<file path="src/rtl/rxls_pkg.sv">
package rxls_pkg;
   localparam int LSR_W   = 3;
   localparam int LSR_DR  = 0;
   localparam int LSR_OE  = 1;
   localparam int LSR_PE  = 2;
   localparam int N_ERR   = 2;
   localparam int ERR_OE  = 0;
   localparam int ERR_PE  = 1;
endpackage

</file>
<file path="src/rtl/rxls_sticky.sv">
module rxls_sticky (
   input  logic clk,
   input  logic rst_n,
   input  logic set_i,
   input  logic clr_i,
   output logic flag_o
);
   // set has priority over clear so a same-cycle event survives a read
   always_ff @(posedge clk or negedge rst_n) begin
      if (!rst_n)
         flag_o <= 1'b0;
      else if (set_i)
         flag_o <= 1'b1;
      else if (clr_i)
         flag_o <= 1'b0;
   end
endmodule

</file>
<file path="src/rtl/rxls_fifo.sv">
module rxls_fifo #(
   parameter int DATA_W = 8,
   parameter int DEPTH  = 16
) (
   input  logic              clk,
   input  logic              rst_n,
   input  logic              wr_i,
   input  logic [DATA_W-1:0] wr_data_i,
   input  logic              wr_tag_i,
   input  logic              rd_i,
   output logic [DATA_W-1:0] head_data_o,
   output logic              head_tag_o,
   output logic              empty_o,
   output logic              full_o,
   output logic              fresh_o,
   output logic              drop_o
);
   localparam int AW   = (DEPTH > 1) ? $clog2(DEPTH) : 1;
   localparam int CW   = $clog2(DEPTH + 1);
   localparam int EW   = DATA_W + 1;
   localparam bit POW2 = ((DEPTH & (DEPTH - 1)) == 0);

   if (DEPTH < 2) begin : g_bad_depth
      $error("rxls_fifo: DEPTH must be at least 2");
   end
   if (DATA_W < 1) begin : g_bad_width
      $error("rxls_fifo: DATA_W must be positive");
   end

   logic [EW-1:0]     mem [DEPTH];
   logic [AW-1:0]     wr_ptr, rd_ptr, wr_nxt, rd_nxt;
   logic [CW-1:0]     count;
   logic [DATA_W-1:0] last_q;
   logic              pop, push, new_head, fresh_q;

   // pointer advance: free wrap for power-of-two depths, compare otherwise
   if (POW2) begin : g_wrap_pow2
      assign wr_nxt = wr_ptr + 1'b1;
      assign rd_nxt = rd_ptr + 1'b1;
   end else begin : g_wrap_cmp
      assign wr_nxt = (wr_ptr == AW'(DEPTH - 1)) ? '0 : wr_ptr + 1'b1;
      assign rd_nxt = (rd_ptr == AW'(DEPTH - 1)) ? '0 : rd_ptr + 1'b1;
   end

   assign empty_o = (count == '0);
   assign full_o  = (count == CW'(DEPTH));
   assign pop     = rd_i & ~empty_o;
   assign push    = wr_i & (~full_o | pop);
   assign drop_o  = wr_i & ~push;

   // a different entry becomes head after this edge
   assign new_head = (push & empty_o) |
                     (pop & ((count > CW'(1)) | push));

   always_ff @(posedge clk) begin
      if (push)
         mem[wr_ptr] <= {wr_tag_i, wr_data_i};
   end

   always_ff @(posedge clk or negedge rst_n) begin
      if (!rst_n) begin
         wr_ptr  <= '0;
         rd_ptr  <= '0;
         count   <= '0;
         last_q  <= '0;
         fresh_q <= 1'b0;
      end else begin
         if (push)
            wr_ptr <= wr_nxt;
         if (pop) begin
            rd_ptr <= rd_nxt;
            last_q <= mem[rd_ptr][DATA_W-1:0];
         end
         if (push & ~pop)
            count <= count + 1'b1;
         else if (pop & ~push)
            count <= count - 1'b1;
         fresh_q <= new_head;
      end
   end

   assign head_data_o = empty_o ? last_q : mem[rd_ptr][DATA_W-1:0];
   assign head_tag_o  = ~empty_o & mem[rd_ptr][DATA_W];
   assign fresh_o     = fresh_q;
endmodule

</file>
<file path="src/rtl/uart_rx_linestat.sv">
module uart_rx_linestat #(
   parameter int DATA_W = 8,
   parameter int DEPTH  = 16
) (
   input  logic                     clk,
   input  logic                     rst_n,
   input  logic                     char_valid,
   input  logic [DATA_W-1:0]        char_data,
   input  logic                     char_perr,
   input  logic                     fifo_rd,
   input  logic                     lsr_rd,
   output logic [DATA_W-1:0]        head_data,
   output logic [rxls_pkg::LSR_W-1:0] lsr_status
);
   import rxls_pkg::*;

   logic             fifo_empty, fifo_full, head_tag, head_fresh, drop;
   logic             ovr_evt, pe_evt;
   logic [N_ERR-1:0] err_set, err_flag;

   rxls_fifo #(.DATA_W(DATA_W), .DEPTH(DEPTH)) u_fifo (
      .clk         (clk),
      .rst_n       (rst_n),
      .wr_i        (char_valid),
      .wr_data_i   (char_data),
      .wr_tag_i    (char_perr),
      .rd_i        (fifo_rd),
      .head_data_o (head_data),
      .head_tag_o  (head_tag),
      .empty_o     (fifo_empty),
      .full_o      (fifo_full),
      .fresh_o     (head_fresh),
      .drop_o      (drop)
   );

   assign ovr_evt = drop;
   assign pe_evt  = head_fresh & head_tag;

   assign err_set[ERR_OE] = ovr_evt;
   assign err_set[ERR_PE] = pe_evt;

   for (genvar i = 0; i < N_ERR; i++) begin : g_err
      rxls_sticky u_flag (
         .clk    (clk),
         .rst_n  (rst_n),
         .set_i  (err_set[i]),
         .clr_i  (lsr_rd),
         .flag_o (err_flag[i])
      );
   end

   always_comb begin
      lsr_status         = '0;
      lsr_status[LSR_DR] = ~fifo_empty;
      lsr_status[LSR_OE] = err_flag[ERR_OE];
      lsr_status[LSR_PE] = err_flag[ERR_PE];
   end
endmodule

</file>
<file path="config.mk">
export PLATFORM = sky130hd
export DESIGN_NAME = uart_rx_linestat
export DESIGN_NICKNAME = d
export VERILOG_FILES = /design/src/rtl/rxls_pkg.sv /design/src/rtl/rxls_sticky.sv /design/src/rtl/rxls_fifo.sv /design/src/rtl/uart_rx_linestat.sv
export SDC_FILE = /design/constraint.sdc
export NUM_CORES = 1
export LEC_CHECK = 0
export BUFFER_PORTS_ARGS = -buffer_cell sky130_fd_sc_hd__buf_4
export CORE_MARGIN = 10
export CORE_UTILIZATION = 52
export CTS_CLUSTER_DIAMETER = 30
export DETAILED_ROUTE_END_ITERATION = 12
export PLACE_DENSITY = 0.72
export SETUP_SLACK_MARGIN = 0.05
export SYNTH_ARGS = -nofsm -noshare
export SYNTH_HDL_FRONTEND = slang
export SYNTH_HIERARCHICAL = 1
export SYNTH_SLANG_ARGS = --single-unit
</file>
<file path="constraint.sdc">
create_clock -name clk -period 3.2 [get_ports clk]
set_input_delay 0.32 -clock clk [delete_from_list [all_inputs] [get_ports clk]]
set_output_delay 0.32 -clock clk [all_outputs]
set_load 0.1 [all_outputs]
</file>
# Yosys cells after proc, flatten, opt, wreduce, memory -nomap -nowiden
# Memories as Yosys holds them, arrays and structs flattened.
# Index checks and enable logic that the tools add are counted.
totals:
  ramBits: 144
  memories: 1
  output_inout_bits: 11
  regBits: 24
mem_list:
  columns: ["name", "depth", "width", "read_ports", "rd_clocked_by_memory_dff", "write_ports", "line_no", "text"]
  rows:
  - ["u_fifo.mem", 16, 9, 1, 0, 1, "rxls_fifo.sv:30", "logic [EW-1:0] mem [DEPTH];"]
op_classes:
  bitwise_logic: 16
  n_eq_ne: 1
  n_reduce_logical: 4
  order_cmp: 1
  n_addsub: 4
  n_mux: 8
ops:
  columns: ["op", "count"]
  rows:
  - ["2-to-1 mux 5 bit", 2]
  - ["bitwise AND 1 bit", 9]
  - ["adder 4 x 1 -> 4 bit (second input constant)", 2]
  - ["2-to-1 mux 8 bit", 1]
  - ["nonzero test 2 bit", 3]
  - ["adder 5 x 1 -> 5 bit (second input constant)", 1]
  - ["== test 5 bit (second input constant)", 1]
  - ["greater-than comparator 5 x 1 -> 1 bit (second input constant)", 1]
  - ["zero test 5 bit", 1]
  - ["2-to-1 mux 1 bit", 5]
  - ["subtractor 5 x 1 -> 5 bit (second input constant)", 1]
  - ["NOT 1 bit", 4]
  - ["OR 1 bit", 3]

# Longest topological paths before layout
logic_depth:
  word_depth: 9
  ltp_mapped: 11
  ltp_nobuf: 10

# Modules after synthesis
# Netlist, hierarchy kept.
by_module_without_submodules:
  columns: ["mod", "instances", "area_per_inst_um2", "cells_per_inst"]
  rows:
  - ["rxls_fifo", 1, 6742.7, 361]
  - ["rxls_sticky", 2, 36.3, 3]
  - ["uart_rx_linestat", 1, 10.0, 2]

# Least setup slack after synthesis
# OpenSTA, ideal clock, no wires.
synth_timing:
  kind: "flip-flop to output port"
  startpoint: "register u_fifo.rd_ptr[0]"
  endpoint: "output head_data[0]"
  arrival_ns: 3.312
  stages_incl_launch_ff: 6
  path_slack_ns: -0.432
  t_required_ns: 2.880
  path_cell_list: "dfrtp_1 -> buf_6 -> and2b_1 -> clkbuf_1 -> a221oi_2 -> o21ai_0"
synth_between:
  elab_chain_cells: 2
synth_rtl:
  columns: ["element", "line_no", "text"]
  rows:
  - ["start, declared", "rxls_fifo.sv:31", "logic [AW-1:0] wr_ptr, rd_ptr, wr_nxt, rd_nxt;"]
  - ["start signal, assigned", "rxls_fifo.sv:71", "rd_ptr <= rd_nxt;"]
  - ["memory read (16 x 9 bit)", null, null]
  - ["2-to-1 mux 8 bit", "rxls_fifo.sv:82", "assign head_data_o = empty_o ? last_q : mem[rd_ptr][DATA_W-1:0];"]
  - ["end, declared", "uart_rx_linestat.sv:12", "output logic [DATA_W-1:0] head_data,"]
# No other way between the ends.

# Worst setup path in the final report
layout_timing:
  startpoint: "register u_fifo.rd_ptr[2]"
  endpoint: "output head_data[0]"
# The elaborated chain is that of the path after synthesis.

==> summary.md <==
| Metric | Value |
|---|---|
| Status | `complete, no violations` |
| Syn_nets | `392` |
| N_diodes | `0` |
| Final Hold Fails | `0` |
| Gr usage total | `15.21%` |
| Grt total ovfl | `0` |
| RSZ-0062 raised after global routing | `no` |
| Largest net degree at the start of global routing | `34` |
| Hold path startpoint | `lsr_rd` |
| Post-Syn Area per Cell | `18.54 sq um` |
| I/O Buffers | `24` |
| Routed WL | `13030 um` |
| Arr. time, crit path | `2670 ps` |
| Final Total Pwr | `7.973 mW` |
| Worst Hold Depth | `3` |
| Detail Route Antenna Nets | `0` |
| Cts bufs inserted | `17` |
| DIE HEIGHT | `134.5 um` |
| IO Pins | `25` |
| Slew @ Worst Pin | `655.6 ps` |
| Worst VDD drop | `between 0.4 and 0.5 mV` |
| Via count | `3443` |
| Clk_skew | `8.996 ps` |
| Reg area | `about 4900 sq um` |
| Wire length per cell | `21.71 um` |
| Total negative setup slack | `0 ps` |
| Vias/cell | `5.738` |
| Sink Count | `approximately 170` |
| Clock latency on the worst-skew pair | `420 ps` |
| Reg-to-Reg End | `u_fifo/count[4]$_DFFE_PN0P_` |
| Fraction of layout cells with a size suffix above 1 | `roughly 28%` |
| Mapped Cells | `368` |
| First-pass GRT wire length | `20690 um` |
| Synthesis-to-finish area growth | `15.22%` |
| Hold WC Path Type | `in -> reg` |
| Max clock buf depth | `2` |
| Rows | `a little over 40` |
| Crit path launch | `u_fifo/rd_ptr[2]$_DFFE_PN0P_` |
| DRC viols | `0` |
| Die Width | `134.5 um` |
| Filler Cells Inserted | `926` |
| Multi-input gate area | `1750 sq um` |
| CTS tree | `yes` |
| Root Driver | `clkbuf_16` |
| CP endpoint | `head_data[0]` |
| Worst flop-to-flop path startpoint | `u_fifo/count[0]$_DFFE_PN0P_` |
| Clock-pin slew on the worst setup and hold paths | `60 ps` |
| Nets | `around 440` |
| PwrDens | `1014 nW/um^2` |
| Initial antenna violation count | `0` |
| Tmin final | `2994 ps` |
| Drt pass-1 iters | `4` |
| Leak | `2.764 nW` |
| DP HPWL | `8390 um` |
| Slew HR | `between 50% and 60%` |
| Die area | `between 15000 and 20000 sq um` |
| Max-cap violations | `0` |
| Peak Freq | `334.0 MHz` |
| Startpoint Class | `register` |
| R2R setup slack | `590 ps` |
| H-tree levels | `4` |
| Vias in the first global route | `between 3000 and 4000` |
| RD Place Congestion | `0.7690` |
| Initial Util | `about 54%` |
| Ys Warns | `6` |
| Mapped cell area | `6822 sq um` |
| Setup Viol. Count Final | `0` |
| Crit Path Max Fanout | `13` |
| Worst Path Required | `2880 ps` |
| Total core area | `12720 sq um` |
| CP Capture Type | `primary output` |
| Period utilisation layout | `93.57%` |
| R2R depth | `10` |
| Worst Setup Path Type | `reg -> out` |
| DR iter-0 viols | `300` |
| Slew Viols, Final | `0` |
[cell usage in the layout, fill, tap and decap left out, drive strengths merged, types with 2 or more instances in the layout]
master and n:
buf 46, clkbuf 17, o21ai 17, mux2i 6, nand2b 2, a22o 8
nand2 28, ha 10, a21o 2, nor3 4, dfrtp 24, inv 15
and2 3, clkinv 7, nor2b 4, edfxtp 144, xor2 4, a221oi 7
a21oi 4, xnor2 7, nor2 17, mux4 35, nand4 3
[worst min path at each step]
stage / endpoint / slack, ps
final: g_err[1].u_flag/flag_o$_DFFE_PN0P_ / 190
after CTS: g_err[1].u_flag/flag_o$_DFFE_PN0P_ / 170
after global routing: g_err[1].u_flag/flag_o$_DFFE_PN0P_ / 200
after detailed placement: u_fifo/wr_ptr[0]$_DFFE_PN0P_ / 250
after floorplan: g_err[0].u_flag/flag_o$_DFFE_PN0P_ / 20
after global placement: u_fifo/wr_ptr[0]$_DFFE_PN0P_ / 240
[critical path: stages, from the launching register on]
cell and delay (ps):
dfrtp_4 590, buf_4 270, mux4_2 520, a22o_1 270, a221oi_2 270, o21ai_1 90
buf_4 240
[state kept, by name, indices dropped and copies added (netlist names)]
register and count:
u_fifo/fresh_o 1, g_err.u_flag/flag_o 2, u_fifo/last_q 8, u_fifo/mem 144, u_fifo/count 5, u_fifo/rd_ptr 4, u_fifo/wr_ptr 4
[final cells by class]
class,count,share of cell area [%]
flip-flops and latches,168,62.70
multi-input cells,172,22.27
clock buffers,17,5.412
repair buffers,47,4.680
well taps,172,2.738
clock inverters,15,1.751
inverters,9,0.4457
[report_power, final]
| part | internal [mW] | switching [mW] | leakage (nW) |
|---|---|---|---|
| registers | 2.71 | 0.279 | 1.59 |
| logic | 1.08 | 1.95 | 0.894 |
| clock network | 1.09 | 0.855 | 0.279 |
[stage by stage]
step                hold slack (ps)  setup slack [ps]  util [%]  std cells  cell area, sq um
CTS                           173.6             80.79     61.76        600              7858
global placement              240.4             571.4     57.26        567              7284
floorplan                     24.41             69.37         -        368              6822
global route                  200.3             53.02     61.78        600              7860
finish                        185.7             205.8     61.78        600              7860
detailed placement            245.2             537.4     57.26        567              7284
[routing by layer]
layer	wire (um)	GRT usage, %	vias to the layer above	part of all wire (%)
met2	6519	24.77	107	50
met4	250	5.562	0	1.9
met5	0	0	-	0
met3	877	4.785	17	6.7
li1	-	-	1551	-
met1	5380	18.73	1768	41
[repair_timing]
| action | CTS | global route |
|---|---|---|
| gates resized for setup | 0 | 1 |
| endpoints found under the setup margin | 0 | 7 |
| buffers inserted | 0 | 0 |
| hold buffers | 1 | 0 |
| hold endpoints to repair | 24 | 0 |
Power figures use the tool's default switching activity.
